### src/rtl/sbuf_pkg.sv
package sbuf_pkg;
  localparam int NUM_CAUSE   = 7;
  localparam int LVL_FIELD_W = 7;
  // interrupt cause positions
  localparam int C_TX_LOW  = 0;
  localparam int C_RX_HIGH = 1;
  localparam int C_TX_UDF  = 2;
  localparam int C_TX_OVF  = 3;
  localparam int C_RX_UDF  = 4;
  localparam int C_RX_OVF  = 5;
  localparam int C_RX_IDLE = 6;
  // control word fields
  localparam int CTL_RX_EN   = 0;
  localparam int CTL_TX_EN   = 1;
  localparam int CTL_RX_TRIG = 4;
  localparam int CTL_TX_TRIG = 16;
  // queue status word fields
  localparam int ST_TX_LVL = 0;
  localparam int ST_TX_FUL = 7;
  localparam int ST_TX_EMP = 8;
  localparam int ST_RX_LVL = 16;
  localparam int ST_RX_FUL = 23;
  localparam int ST_RX_EMP = 24;
endpackage

### src/rtl/sbuf_fifo.sv
module sbuf_fifo #(
  parameter int DEPTH = 16,
  parameter int DW    = 8,
  localparam int AW   = $clog2(DEPTH),
  localparam int LW   = AW + 1
) (
  input  logic          clk,
  input  logic          rst,
  input  logic          en,
  input  logic          push,
  input  logic [DW-1:0] push_data,
  input  logic          pop,
  output logic [DW-1:0] pop_data,
  output logic [LW-1:0] level,
  output logic          full,
  output logic          empty,
  output logic          ovf,
  output logic          udf
);
  logic [DW-1:0] mem [DEPTH];
  logic [AW-1:0] wp_q, rp_q;
  logic [LW-1:0] lvl_q;
  logic          do_push, do_pop;

  assign full    = (lvl_q == LW'(DEPTH));
  assign empty   = (lvl_q == '0);
  assign do_push = en & push & ~full;
  assign do_pop  = en & pop & ~empty;
  assign ovf     = en & push & full;
  assign udf     = en & pop & empty;
  assign level   = lvl_q;

  always_ff @(posedge clk) begin
    if (do_push) mem[wp_q] <= push_data;
  end

  always_ff @(posedge clk) begin
    if (rst)         pop_data <= '0;
    else if (do_pop) pop_data <= mem[rp_q];
  end

  always_ff @(posedge clk) begin
    if (rst || !en) begin
      wp_q  <= '0;
      rp_q  <= '0;
      lvl_q <= '0;
    end else begin
      if (do_push) wp_q <= wp_q + 1'b1;
      if (do_pop)  rp_q <= rp_q + 1'b1;
      case ({do_push, do_pop})
        2'b10:   lvl_q <= lvl_q + 1'b1;
        2'b01:   lvl_q <= lvl_q - 1'b1;
        default: lvl_q <= lvl_q;
      endcase
    end
  end

  AST_LVL_BOUND: assert property (@(posedge clk) disable iff (rst) lvl_q <= LW'(DEPTH));
  AST_OVF_HOLD:  assert property (@(posedge clk) disable iff (rst) (en && push && full && !pop) |=> lvl_q == LW'(DEPTH));
  AST_UDF_HOLD:  assert property (@(posedge clk) disable iff (rst) (en && pop && empty && !push) |=> lvl_q == '0);
  AST_OFF_EMPTY: assert property (@(posedge clk) disable iff (rst) !en |=> lvl_q == '0);
endmodule

### src/rtl/sbuf_idle_timer.sv
module sbuf_idle_timer #(
  parameter int LW  = 5,
  parameter int TW  = 7,
  parameter int CW  = 4
) (
  input  logic          clk,
  input  logic          rst,
  input  logic          en,
  input  logic [LW-1:0] level,
  input  logic [TW-1:0] trig,
  input  logic          push,
  input  logic [CW-1:0] limit,
  output logic          fire
);
  logic [CW-1:0] cnt_q;
  logic          partial;

  assign partial = en && (level != '0) && (TW'(level) < trig);
  assign fire    = partial && !push && (cnt_q >= limit);

  always_ff @(posedge clk) begin
    if (rst || !partial || push) cnt_q <= '0;
    else if (cnt_q < limit)      cnt_q <= cnt_q + 1'b1;
  end

  AST_IDLE_RESTART: assert property (@(posedge clk) disable iff (rst) push |=> cnt_q == '0);
endmodule

### src/rtl/sbuf_irq_ctrl.sv
module sbuf_irq_ctrl #(
  parameter int N = 7
) (
  input  logic         clk,
  input  logic         rst,
  input  logic [N-1:0] cause,
  input  logic         clr_we,
  input  logic [N-1:0] clr_mask,
  input  logic [N-1:0] en,
  output logic [N-1:0] stat,
  output logic         irq
);
  logic [N-1:0] clr_bits;

  assign clr_bits = clr_we ? clr_mask : '0;

  always_ff @(posedge clk) begin
    if (rst) stat <= '0;
    else     stat <= (stat & ~clr_bits) | cause;
  end

  assign irq = |(stat & en);

  for (genvar i = 0; i < N; i++) begin : g_chk
    AST_SET_WINS:  assert property (@(posedge clk) disable iff (rst) cause[i] |=> stat[i]);
    AST_W1C_CLEAR: assert property (@(posedge clk) disable iff (rst) (clr_bits[i] && !cause[i]) |=> !stat[i]);
    AST_STICKY:    assert property (@(posedge clk) disable iff (rst) (stat[i] && !clr_bits[i]) |=> stat[i]);
  end
endmodule

### src/rtl/sbuf_dual_fifo.sv
module sbuf_dual_fifo
  import sbuf_pkg::*;
#(
  parameter int DEPTH = 16,
  parameter int DW    = 8,
  localparam int LW   = $clog2(DEPTH) + 1
) (
  input  logic                 clk,
  input  logic                 rst,
  input  logic [31:0]          ctl,
  input  logic [3:0]           trail_limit,
  input  logic [NUM_CAUSE-1:0] irq_en,
  input  logic                 host_tx_push,
  input  logic [DW-1:0]        host_tx_data,
  input  logic                 host_rx_pop,
  output logic [DW-1:0]        host_rx_data,
  input  logic                 eng_tx_pop,
  output logic [DW-1:0]        eng_tx_data,
  input  logic                 eng_rx_push,
  input  logic [DW-1:0]        eng_rx_data,
  input  logic                 stat_clr_we,
  input  logic [NUM_CAUSE-1:0] stat_clr_mask,
  output logic [31:0]          fifo_stat,
  output logic [NUM_CAUSE-1:0] irq_stat,
  output logic                 irq
);
  logic                   rx_en, tx_en;
  logic [LVL_FIELD_W-1:0] rx_trig, tx_trig;
  logic [LW-1:0]          tx_lvl, rx_lvl;
  logic                   tx_full, tx_empty, rx_full, rx_empty;
  logic                   tx_ovf, tx_udf, rx_ovf, rx_udf, idle_fire;
  logic [NUM_CAUSE-1:0]   cause;
  logic                   unused_ctl_bits;

  assign rx_en   = ctl[CTL_RX_EN];
  assign tx_en   = ctl[CTL_TX_EN];
  assign rx_trig = ctl[CTL_RX_TRIG +: LVL_FIELD_W];
  assign tx_trig = ctl[CTL_TX_TRIG +: LVL_FIELD_W];
  assign unused_ctl_bits = ^{ctl[3:2], ctl[15:11], ctl[31:23]};

  sbuf_fifo #(.DEPTH(DEPTH), .DW(DW)) u_tx (
    .clk(clk), .rst(rst), .en(tx_en),
    .push(host_tx_push), .push_data(host_tx_data),
    .pop(eng_tx_pop), .pop_data(eng_tx_data),
    .level(tx_lvl), .full(tx_full), .empty(tx_empty),
    .ovf(tx_ovf), .udf(tx_udf)
  );

  sbuf_fifo #(.DEPTH(DEPTH), .DW(DW)) u_rx (
    .clk(clk), .rst(rst), .en(rx_en),
    .push(eng_rx_push), .push_data(eng_rx_data),
    .pop(host_rx_pop), .pop_data(host_rx_data),
    .level(rx_lvl), .full(rx_full), .empty(rx_empty),
    .ovf(rx_ovf), .udf(rx_udf)
  );

  sbuf_idle_timer #(.LW(LW), .TW(LVL_FIELD_W), .CW(4)) u_idle (
    .clk(clk), .rst(rst), .en(rx_en), .level(rx_lvl), .trig(rx_trig),
    .push(eng_rx_push), .limit(trail_limit), .fire(idle_fire)
  );

  always_comb begin
    cause            = '0;
    cause[C_TX_LOW]  = tx_en && (LVL_FIELD_W'(tx_lvl) <= tx_trig);
    cause[C_RX_HIGH] = rx_en && (LVL_FIELD_W'(rx_lvl) >= rx_trig);
    cause[C_TX_UDF]  = tx_udf;
    cause[C_TX_OVF]  = tx_ovf;
    cause[C_RX_UDF]  = rx_udf;
    cause[C_RX_OVF]  = rx_ovf;
    cause[C_RX_IDLE] = idle_fire;
  end

  sbuf_irq_ctrl #(.N(NUM_CAUSE)) u_irq (
    .clk(clk), .rst(rst), .cause(cause), .clr_we(stat_clr_we),
    .clr_mask(stat_clr_mask), .en(irq_en), .stat(irq_stat), .irq(irq)
  );

  always_comb begin
    fifo_stat = '0;
    fifo_stat[ST_TX_LVL +: LVL_FIELD_W] = LVL_FIELD_W'(tx_lvl);
    fifo_stat[ST_TX_FUL]                = tx_full;
    fifo_stat[ST_TX_EMP]                = tx_empty;
    fifo_stat[ST_RX_LVL +: LVL_FIELD_W] = LVL_FIELD_W'(rx_lvl);
    fifo_stat[ST_RX_FUL]                = rx_full;
    fifo_stat[ST_RX_EMP]                = rx_empty;
  end

  AST_TX_LOW_SETS:   assert property (@(posedge clk) disable iff (rst) (tx_en && LVL_FIELD_W'(tx_lvl) <= tx_trig) |=> irq_stat[C_TX_LOW]);
  AST_RX_HIGH_SETS:  assert property (@(posedge clk) disable iff (rst) (rx_en && LVL_FIELD_W'(rx_lvl) >= rx_trig) |=> irq_stat[C_RX_HIGH]);
  AST_IDLE_HAS_DATA: assert property (@(posedge clk) disable iff (rst) $rose(irq_stat[C_RX_IDLE]) |-> $past(rx_lvl) != '0);
  AST_FLAGS_EXCL:    assert property (@(posedge clk) disable iff (rst) !(tx_full && tx_empty) && !(rx_full && rx_empty));
endmodule

### config.mk
export PLATFORM = sky130hd
export DESIGN_NAME = sbuf_dual_fifo
export DESIGN_NICKNAME = d
export VERILOG_FILES = /design/src/rtl/sbuf_pkg.sv /design/src/rtl/sbuf_fifo.sv /design/src/rtl/sbuf_idle_timer.sv /design/src/rtl/sbuf_irq_ctrl.sv /design/src/rtl/sbuf_dual_fifo.sv
export SDC_FILE = /design/constraint.sdc
export NUM_CORES = 1
export LEC_CHECK = 0
export BUFFER_PORTS_ARGS = -buffer_cell sky130_fd_sc_hd__buf_2
export CAP_MARGIN = 20
export CORE_MARGIN = 3
export CORE_UTILIZATION = 30
export CTS_CLUSTER_SIZE = 16
export DETAILED_ROUTE_END_ITERATION = 8
export HOLD_SLACK_MARGIN = 0.15
export PLACE_DENSITY_LB_ADDON = 0.2
export REMOVE_ABC_BUFFERS = 1
export SKIP_LAST_GASP = 1
export SLEW_MARGIN = 25
export SYNTH_ARGS = -nofsm -noshare
export SYNTH_HDL_FRONTEND = slang
export SYNTH_SLANG_ARGS = --single-unit
export TNS_END_PERCENT = 1
### constraint.sdc
create_clock -name clk -period 3.4 [get_ports clk]
set_input_delay 0.34 -clock clk [delete_from_list [all_inputs] [get_ports clk]]
set_output_delay 0.34 -clock clk [all_outputs]
set_load 0.005 [all_outputs]
# Yosys cells after proc, flatten, opt, wreduce, memory -nomap -nowiden
# Memories as Yosys holds them, arrays and structs flattened. A register that Yosys moved wholly into a read port is not among the register bits.
# Cells that the tools add are included.
# totals
mem_count	2
mem_bits_rw	256
register_bits	37
wordCells	77
# classes
bitwise_logic	20
n_addsub	9
reduce_logical	20
eq_ne	6
order_cmp	5
mux	7
# memory_table
memory	words	word_bits	read_ports	rd_clocked_by_memory_dff	write_ports	line	rtl
u_rx.mem	16	8	1	1	1	sbuf_fifo.sv:20	logic [DW-1:0] mem [DEPTH];
u_tx.mem	16	8	1	1	1	sbuf_fifo.sv:20	
# op_table
cell	count
adder 4 x 1 -> 4 bit, second input constant	5
one-hot mux 5 bit (2 select lines)	2
AND 7 bit	2
AND 1 bit	12
adder 5 x 1 -> 5 bit, second input constant	2
== test 5 bit, second input constant	2
logical NOT 5 bit	2
subtractor 5 x 1 -> 5 bit, second input constant	2
>= comparator 5 x 7 -> 1 bit	1
less-or-equal comparator 5 x 7 -> 1 bit	1
< comparator 5 x 7 -> 1 bit	1
2-to-1 mux 7 bit	1
NOT 7 bit	1
bitwise OR 7 bit	1
OR reduction 7 bit	1
logical AND 1 bit	6
nonzero test 5 bit	1
== test 2 x 1 -> 1 bit, second input constant	2
== test 2 bit, second input constant	2
>= comparator 4 bit	1
logical NOT 1 bit	4
logical OR 1 bit	4
< comparator 4 bit	1
2-to-1 mux 1 bit	4
other kinds (2)	6

# Logic depth before layout (Yosys ltp)
# Gate-level depths: netlist of run 1.
# logic_depth
word_depth	6
ltp_mapped	15

# By module
# Synthesis of run 1 repeated with hierarchy kept, for this count alone.
# unflattened
cells_unflattened	884
hier_area_um2	13197.7
# by_module_without_submodules
module	n_inst	area_each_um2	cells_per_inst
sbuf_fifo at u_rx	1	6003.3	372
sbuf_fifo at u_tx	1	5999.5	370
sbuf_dual_fifo	1	451.7	60
sbuf_idle_timer	1	450.4	57
sbuf_irq_ctrl	1	292.8	25

# Least setup slack after synthesis of run 1
# No wires, ideal clock.
# synth_timing
path_kind	reg-to-reg
startpoint	register u_tx.lvl_q[1], in the netlist u_tx.level[1]
endpoint	register u_tx.lvl_q[4], in the netlist u_tx.level[4]
slack_ns	0.545
setup_ns	0.070
stages_incl_launch_ff	15
required_ns	3.330
n_path_buf	2
arrival_ns	2.785
path_cell_list	dfxtp_1 -> buf_2 -> nor4_4 -> and2_4 -> or2_1 -> buf_4 -> inv_6 -> ha_1 -> xor2_1 -> ha_1 -> a211o_1 -> a21oi_1 -> a221oi_1 -> or3_1 -> a21oi_1
# synth_between
elab_chain_len	5
# synth_lines
item	line	rtl
start: declaration	sbuf_fifo.sv:22	logic [LW-1:0] lvl_q;
start signal: assignment	sbuf_fifo.sv:51	2'b10: lvl_q <= lvl_q + 1'b1;
start signal: assignment	sbuf_fifo.sv:52	2'b01: lvl_q <= lvl_q - 1'b1;
start signal: assignment	sbuf_fifo.sv:53	default: lvl_q <= lvl_q;
logical NOT 5 bit *	sbuf_fifo.sv:26	assign empty = (lvl_q == '0);
via tx_empty	sbuf_dual_fifo.sv:30	logic tx_full, tx_empty, rx_full, rx_empty;
NOT 1 bit *	sbuf_fifo.sv:28	assign do_pop = en & pop & ~empty;
AND 1 bit *	sbuf_fifo.sv:28	
via u_tx.do_pop	sbuf_fifo.sv:23	logic do_push, do_pop;
== test 2 x 1 -> 1 bit or == test 2 bit (tied branches)	sbuf_fifo.sv:50	case ({do_push, do_pop})
one-hot mux 5 bit (2 select lines) or nonzero test 2 bit (tied branches)	-	
# Mark *: on every way through the listed nets, which the timed path passes. The rest lies on a longest branch.
# A chain may end at the register's enable or synchronous reset.

# Worst setup path in the final report of run 1
# layout_timing
startpoint	register u_tx.lvl_q[0], in the netlist u_tx.level[0]
endpoint	register u_tx.lvl_q[4], in the netlist u_tx.level[4]
# layout_between
elab_chain_len	5
# layout_lines
item	line
logical NOT 5 bit *	sbuf_fifo.sv:26
NOT 1 bit *	sbuf_fifo.sv:28
AND 1 bit *	sbuf_fifo.sv:28
via u_tx.do_pop	sbuf_fifo.sv:23
== test 2 x 1 -> 1 bit or == test 2 bit (tied branches)	sbuf_fifo.sv:50
one-hot mux 5 bit (2 select lines) or nonzero test 2 bit (tied branches)	-
# Marked as above.

==> flow_summary_export.csv, run 1 <==
group,metric,value,unit
synth,synth-edff-count,256,
worst_setup_path,critPathArrivalTime,3.43,ns
worst_setup_path,endpoint_kind,"flip-flop",
route,first_pass_iters,4,
sta,fin_skew,0.0101,ns
global_routing,grt_pass1_wl,42.5,mm
floorplanning,die_area,45600,µm²
finish,multi_input_area,3800,µm²
run,drv_cap,0,
floorplanning,initial_utilization,0.306,
sta,hold_violations,0,
sta,drv_slew,0,
floorplanning,fp.coreArea,42200,µm²
cts,clk_latency,0.51,ns
synth,syn_area_per_cell,16.6,µm²
power,p_per_area,509,nW/µm²
cts,root_buffer,"clkbuf_16",
placed_design,routabilityCongestion,0.734,
synth,yosysSeqAreaShare,0.677,
cts,numClockSinks,309,
sta,slew_headroom,0.409,
synth,synth_area_leaders,"edfxtp_1, mux4_2, dfxtp_1",
floorplanning,dieHeight,214,µm
floorplanning,pin_count,129,
cts,cts_buffers,35,
sta,min_period,3.00,ns
global_routing,track_usage,0.122,
route,drt_drc_violations_left,0,
synth,ys_ff_latch,309,
synth,synth.cell_area,12900,µm²
sta,rsz0062_at_grt,"no",
synth,syn_inst,780,
synth,synth_top_cell_by_area,"edfxtp_1",
global_routing,grt_max_degree,35,
global_routing,grt_pass1_vias,7182,
power,total_power,7.81,mW
cts,cts_tree,"done",
placed_design,placement.io_buffers,94,
cts,max-clock-path-buffers,3,
route,ant_nets,0,
sta,finalCritPeriodShare,0.883,
cts,h-tree-depth,2,
worst_setup_path,critPathKind,"reg2reg",
synth,synth_top_area_frac,0.595,
worst_hold_path,hold_path.class,"in2reg",
finish,num-nets-final,1029,
sta,finalSetupViolCount,0,
route,routed_wl,27.6,mm
sta,setup_tns,0,ns
cts,post_cts_resized,0,
sta,max_freq,333,MHz
synth,synth_warnings,0,
placed_design,place_hpwl,17.9,mm
synth,ys_types,55,
route,viasPerCell,4.68,
power,p_leak,5.23,nW
cts,cts.reportedPaths.clkPinSlew,0.06,ns
route,vias,6970,
route,routedWlPerCell,18.6,µm
sta,worstMarginPinSlew,0.883,ns
floorplanning,core.rowCount,75,
synth,synth_ff_type,"edfxtp_1",
finish,n_fill_cell,3997,
global_routing,grt.overflow.total,0,
finish,syn_to_final_growth,18.6,%
worst_setup_path,start_kind,"flip-flop",
global_routing,antenna_found_initial,0,
floorplanning,fp.dieW,214,µm
worst_setup_path,required,3.83,ns
finish,drive_above_1_share,0.273,
finish,n_antenna_cell,0,
finish,regArea,8750,µm²
synth,synthArstFlopShare,0,
power,ir_drop,0.209,mV
route,drtIter0Drc,528,
worst_setup_path,cp_max_fo,8,
run_status,status,"completed",
==> state kept, by name, indices dropped and copies added (netlist names) <==
signal,flops
u_tx.level,5
u_rx.level,5
u_idle.cnt_q,4
u_tx.wp_q,4
u_rx.wp_q,4
u_tx.mem,128
u_rx.mem,128
u_irq.stat,7
u_rx.rp_q,4
u_tx.rp_q,4
u_tx.pop_data,8
u_rx.pop_data,8
==> report_power, final <==
group	leakage, nW	internal, mW	total (mW)	switching, mW
Clock	0.512	2.03	3.45	1.42
Combinational	1.98	0.0922	0.230	0.138
Sequential	2.74	4.11	4.13	0.0121
Total	5.23	6.24	7.81	1.57
==> metrics by stage <==
stage,worst slack (ns),hold WS [ns],instance area (µm²),utilization,cells
floorplan,0.502,0.412,12700,-,738
global placement,0.459,0.483,14200,0.335,1413
detailed placement,0.405,0.491,14200,0.335,1413
CTS,0.386,0.174,15300,0.363,1488
global route,0.181,0.207,15300,0.363,1488
finish,0.397,0.212,15300,0.363,1488
==> placed cells by master (no fill, tap or decap), types with 20 or more instances in the layout <==
master	netlist	final
edfxtp_1	256	256
buf_2	13	94
mux4_2	64	64
nor2_1	57	57
dfxtp_1	53	51
buf_4	24	40
clkbuf_16	0	37
nand2_1	35	35
mux2i_1	34	34
ha_1	32	32
inv_1	25	25
nand3b_1	20	20
==> worst paths after layout <==
check / start / endpoint / slack, ns / depth (start not counted)
worst min register to register: u_rx.pop_data[6]$_SDFFE_PP0P_ / u_rx.pop_data[6]$_SDFFE_PP0P_ / 0.50 / 2
worst max-delay path: u_tx.level[0]$_SDFFE_PP0P_ / u_tx.level[4]$_SDFFE_PP0P_ / 0.40 / 12
worst max register to register: u_tx.level[0]$_SDFFE_PP0P_ / u_tx.level[4]$_SDFFE_PP0P_ / 0.40 / 12
worst min-delay path: rst / u_irq.stat[4]$_SDFF_PP0_ / 0.21 / 2
==> cells by family after synthesis <==
| logic type | count (synthesis) | share of synthesized area |
|---|---|---|
| AO/OA/AOI/OAI | 68 | 0.0392 |
| other | 1 | 0.000290 |
| buffers and inverters | 86 | 0.0341 |
| flip-flops | 309 | 0.677 |
| multiplexers | 98 | 0.138 |
| AND/OR/NAND/NOR | 163 | 0.0654 |
| adder cells (fa/ha/maj) | 32 | 0.0310 |
| XOR/XNOR | 23 | 0.0156 |
==> metal layers <==
layer / global-route usage / vias up / wire length [µm]
met5: 0 / - / 0
met4: 0.0330 / 0 / 520
met3: 0.0230 / 38 / 1340
met2: 0.199 / 155 / 12900
met1: 0.169 / 3494 / 12900
li1: - / 3283 / -
==> worst max-delay path, stage by stage (launching register included) <==
cell      delay, ns
dfxtp_1        0.39
nor4_4         0.39
and2_4         0.21
or2_1          0.20
inv_6          0.07
ha_1           0.31
xor2_1         0.18
ha_1           0.23
a211o_1        0.27
a21oi_1        0.16
a221oi_1       0.07
or3_1          0.32
a21oi_1        0.13
==> synthesized netlist by cell type (5+ instances only) <==
| cell type | n |
|---|---|
| mux2i_1 | 34 |
| nand3_1 | 6 |
| mux4_2 | 64 |
| edfxtp_1 | 256 |
| nor3_1 | 10 |
| nand2b_1 | 8 |
| o21ai_0 | 7 |
| a21oi_1 | 16 |
| xnor2_1 | 8 |
| xor2_1 | 15 |
| nand3b_1 | 20 |
| inv_1 | 25 |
| nor2_1 | 57 |
| buf_2 | 13 |
| ha_1 | 32 |
| dfxtp_1 | 53 |
| nand2_1 | 35 |
| o221ai_1 | 14 |
| buf_4 | 24 |
| or3_1 | 5 |
| clkbuf_1 | 18 |
==> what timing repair did <==
item	in CTS	in global routing
hold endpoints to repair	7	0
endpoints found under the setup margin	0	0
hold buffers	13	0
setup buffers	0	0
==> cell type report <==
class | instances | area share
clock buffers | 50 | 0.0649
repair buffers | 149 | 0.0614
clock inverters | 12 | 0.00359
multi-input cells | 402 | 0.248
well taps | 539 | 0.0440
inverters | 27 | 0.00726
flip-flops and latches | 309 | 0.571
Note: power is estimated with default switching activity, not from simulation.
==> inputs of run 2 (changes only) <==
--- a/config.mk
+++ b/config.mk
@@ -13,7 +13,6 @@
 export DETAILED_ROUTE_END_ITERATION = 8
 export HOLD_SLACK_MARGIN = 0.15
 export PLACE_DENSITY_LB_ADDON = 0.2
-export REMOVE_ABC_BUFFERS = 1
 export SKIP_LAST_GASP = 1
 export SLEW_MARGIN = 25
 export SYNTH_ARGS = -nofsm -noshare
==> run 2 against run 1 <==
Non-clock buffer count is 4 higher. Critical path type unchanged. Power grew 2.2%. Largest power group unchanged. Sequential cell count is the same. Count of clock-buffer cells in the layout is 5 lower. Critical endpoint unchanged. First-iteration DRC count decreased by 14%.
==> flow_summary_export.csv, run 2 (same netlist as run 1, synthesis figures left out) <==
group,metric,value,unit
floorplanning,fp.dieW,214,µm
power,pwr-share-clk,0.454,
sta,fin_skew,0.0259,ns
placed_design,placed_cell_area,14100,µm²
route,drt_drc_violations_left,0,
worst_hold_path,whs_endpoint,"u_irq.stat[5]$_SDFF_PP0_",
cts,clk_latency,0.52,ns
worst_setup_path,r2r_slack,0.48,ns
worst_setup_path,cp_max_fo,8,
floorplanning,dieHeight,214,µm
cts,cts_tree,"done",
route,routedWlPerCell,19.0,µm
route,drtIter0Drc,452,
finish,finalNonFillerCells,1494,
cts,h-tree-depth,2,
floorplanning,die_area,45600,µm²
power,switching_power,1.65,mW
route,wl_met3,1.13,mm
cts,root_buffer,"clkbuf_16",
cts,cts.reportedPaths.clkPinSlew,0.06,ns
placed_design,dp_cells,1416,
route,vias,6963,
finish,n_fill_cell,3991,
sta,setup_tns,0,ns
route,first_pass_iters,4,
route,met1Wirelength,13.2,mm
worst_setup_path,critPathKind,"reg2reg",
worst_setup_path,start_kind,"flip-flop",
floorplanning,core.rowCount,75,
worst_hold_path,hold_path.class,"in2reg",
worst_hold_path,min_delay_path_depth,2,
cts,numClockSinks,309,
placed_design,place_hpwl,18.6,mm
route,ant_nets,0,
power,internal_power,6.33,mW
sta,max_freq,343,MHz
global_routing,grt_max_degree,36,
route,dr_wl_met2,13.5,mm
power,power_frac_comb,0.029,
sta,finalSetupViolCount,0,
sta,min_period,2.92,ns
placed_design,placement.io_buffers,94,
worst_setup_path,r2r-end,"u_tx.level[4]$_SDFFE_PP0P_",
finish,drive_above_1_share,0.280,
global_routing,track_usage,0.126,
power,p_leak,5.28,nW
finish,mostFrequentLayoutCells,"edfxtp_1, buf_2, mux4_2",
finish,final_area,15400,µm²
global_routing,grt_pass1_wl,43.6,mm
floorplanning,pin_count,129,
sta,finalCritPeriodShare,0.858,
worst_setup_path,r2r-start,"u_tx.level[0]$_SDFFE_PP0P_",
power,p_per_area,518,nW/µm²
finish,multi_input_area,3800,µm²
floorplanning,fp.coreArea,42200,µm²
finish,layout_commonest_cell,"edfxtp_1",
route,top_layer,"met5",
worst_setup_path,reg2reg_depth,12,
run_status,status,"completed",
route,viasPerCell,4.66,
sta,slew_headroom,0.432,
power,ir_drop,0.392,mV
worst_setup_path,required,3.83,ns
placed_design,routabilityCongestion,0.713,
power,pwr-share-seq,0.517,
worst_setup_path,critPathArrivalTime,3.35,ns
finish,num-nets-final,1033,
finish,syn_to_final_growth,19.1,%
cts,max-clock-path-buffers,3,
global_routing,grt.overflow.total,0,
sta,worstMarginPinSlew,0.849,ns
worst_setup_path,endpoint_kind,"flip-flop",
worst_hold_path,hold_start,"rst",
global_routing,grt_pass1_vias,7051,
global_routing,antenna_found_initial,4,
power,total_power,7.98,mW
sta,drv_slew,0,
sta,hold_violations,0,
power,switching_share,0.207,
finish,regArea,8750,µm²
run,drv_cap,0,
cts,cts_buffers,35,
finish,largest_registers,"u_rx.mem (128), u_tx.mem (128)",
sta,rsz0062_at_grt,"no",
floorplanning,initial_utilization,0.306,
route,routed_wl,28.4,mm
## run 2: worst max path at each step
stage / from / end / slack [ns]
after floorplan: u_tx.level[1]$_SDFFE_PP0P_ / u_tx.level[4]$_SDFFE_PP0P_ / 0.54
after global placement: u_tx.level[0]$_SDFFE_PP0P_ / u_tx.level[4]$_SDFFE_PP0P_ / 0.48
after detailed placement: u_tx.level[0]$_SDFFE_PP0P_ / u_tx.level[4]$_SDFFE_PP0P_ / 0.48
after CTS: u_tx.level[0]$_SDFFE_PP0P_ / u_tx.level[4]$_SDFFE_PP0P_ / 0.45
after global routing: u_tx.level[0]$_SDFFE_PP0P_ / u_tx.level[4]$_SDFFE_PP0P_ / 0.23
final: u_tx.level[0]$_SDFFE_PP0P_ / u_tx.level[4]$_SDFFE_PP0P_ / 0.48
## run 2: layout make-up
| type | instances | area share |
|---|---|---|
| clock buffer | 45 | 0.0613 |
| timing repair buffer | 153 | 0.0616 |
| inverter | 27 | 0.00723 |
| clock inverter | 18 | 0.0103 |
| multi-input combinational | 402 | 0.247 |
| tap | 539 | 0.0438 |
| antenna | 1 | 0.000163 |
| sequential | 309 | 0.568 |
## run 2: what timing repair did
item                                   in CTS  in global routing
endpoints found under the hold margin       6                  0
resized for setup                           0                  0
hold buffers                               14                  0
buffers inserted                            0                  0
## run 2: stage by stage
stage,setup WS (ns),utilization,hold WS (ns)
after floorplan,0.545,-,0.439
after global placement,0.481,0.335,0.495
after detailed placement,0.480,0.335,0.499
after CTS,0.449,0.364,0.151
after global routing,0.228,0.365,0.195
final,0.481,0.365,0.178
## run 2: worst max-delay path, stage by stage (launching register included)
cell	delay, ns
dfxtp_1	0.38
nor4_4	0.35
and2_4	0.20
or2_1	0.19
inv_6	0.07
ha_1	0.30
xor2_1	0.18
ha_1	0.22
a211o_1	0.27
a21oi_1	0.15
a221oi_1	0.07
or3_1	0.32
a21oi_1	0.14
## run 2: per-layer routing
metal | GRT usage | vias to the layer above
li1 | - | 3291
met1 | 0.172 | 3489
met2 | 0.207 | 130
met3 | 0.0262 | 47
met4 | 0.0314 | 6
met5 | 0 | -
## run 2: power by group through the flow
| stage | registers (mW) | logic [mW] | clock network, mW |
|---|---|---|---|
| after CTS | 4.13 | 0.236 | 3.74 |
| after global placement | 4.21 | 0.221 | 0 |
| after global routing | 4.13 | 0.261 | 3.90 |
| after floorplan | 4.20 | 0.116 | 0 |
| final | 4.13 | 0.232 | 3.62 |
| after detailed placement | 4.21 | 0.224 | 0 |
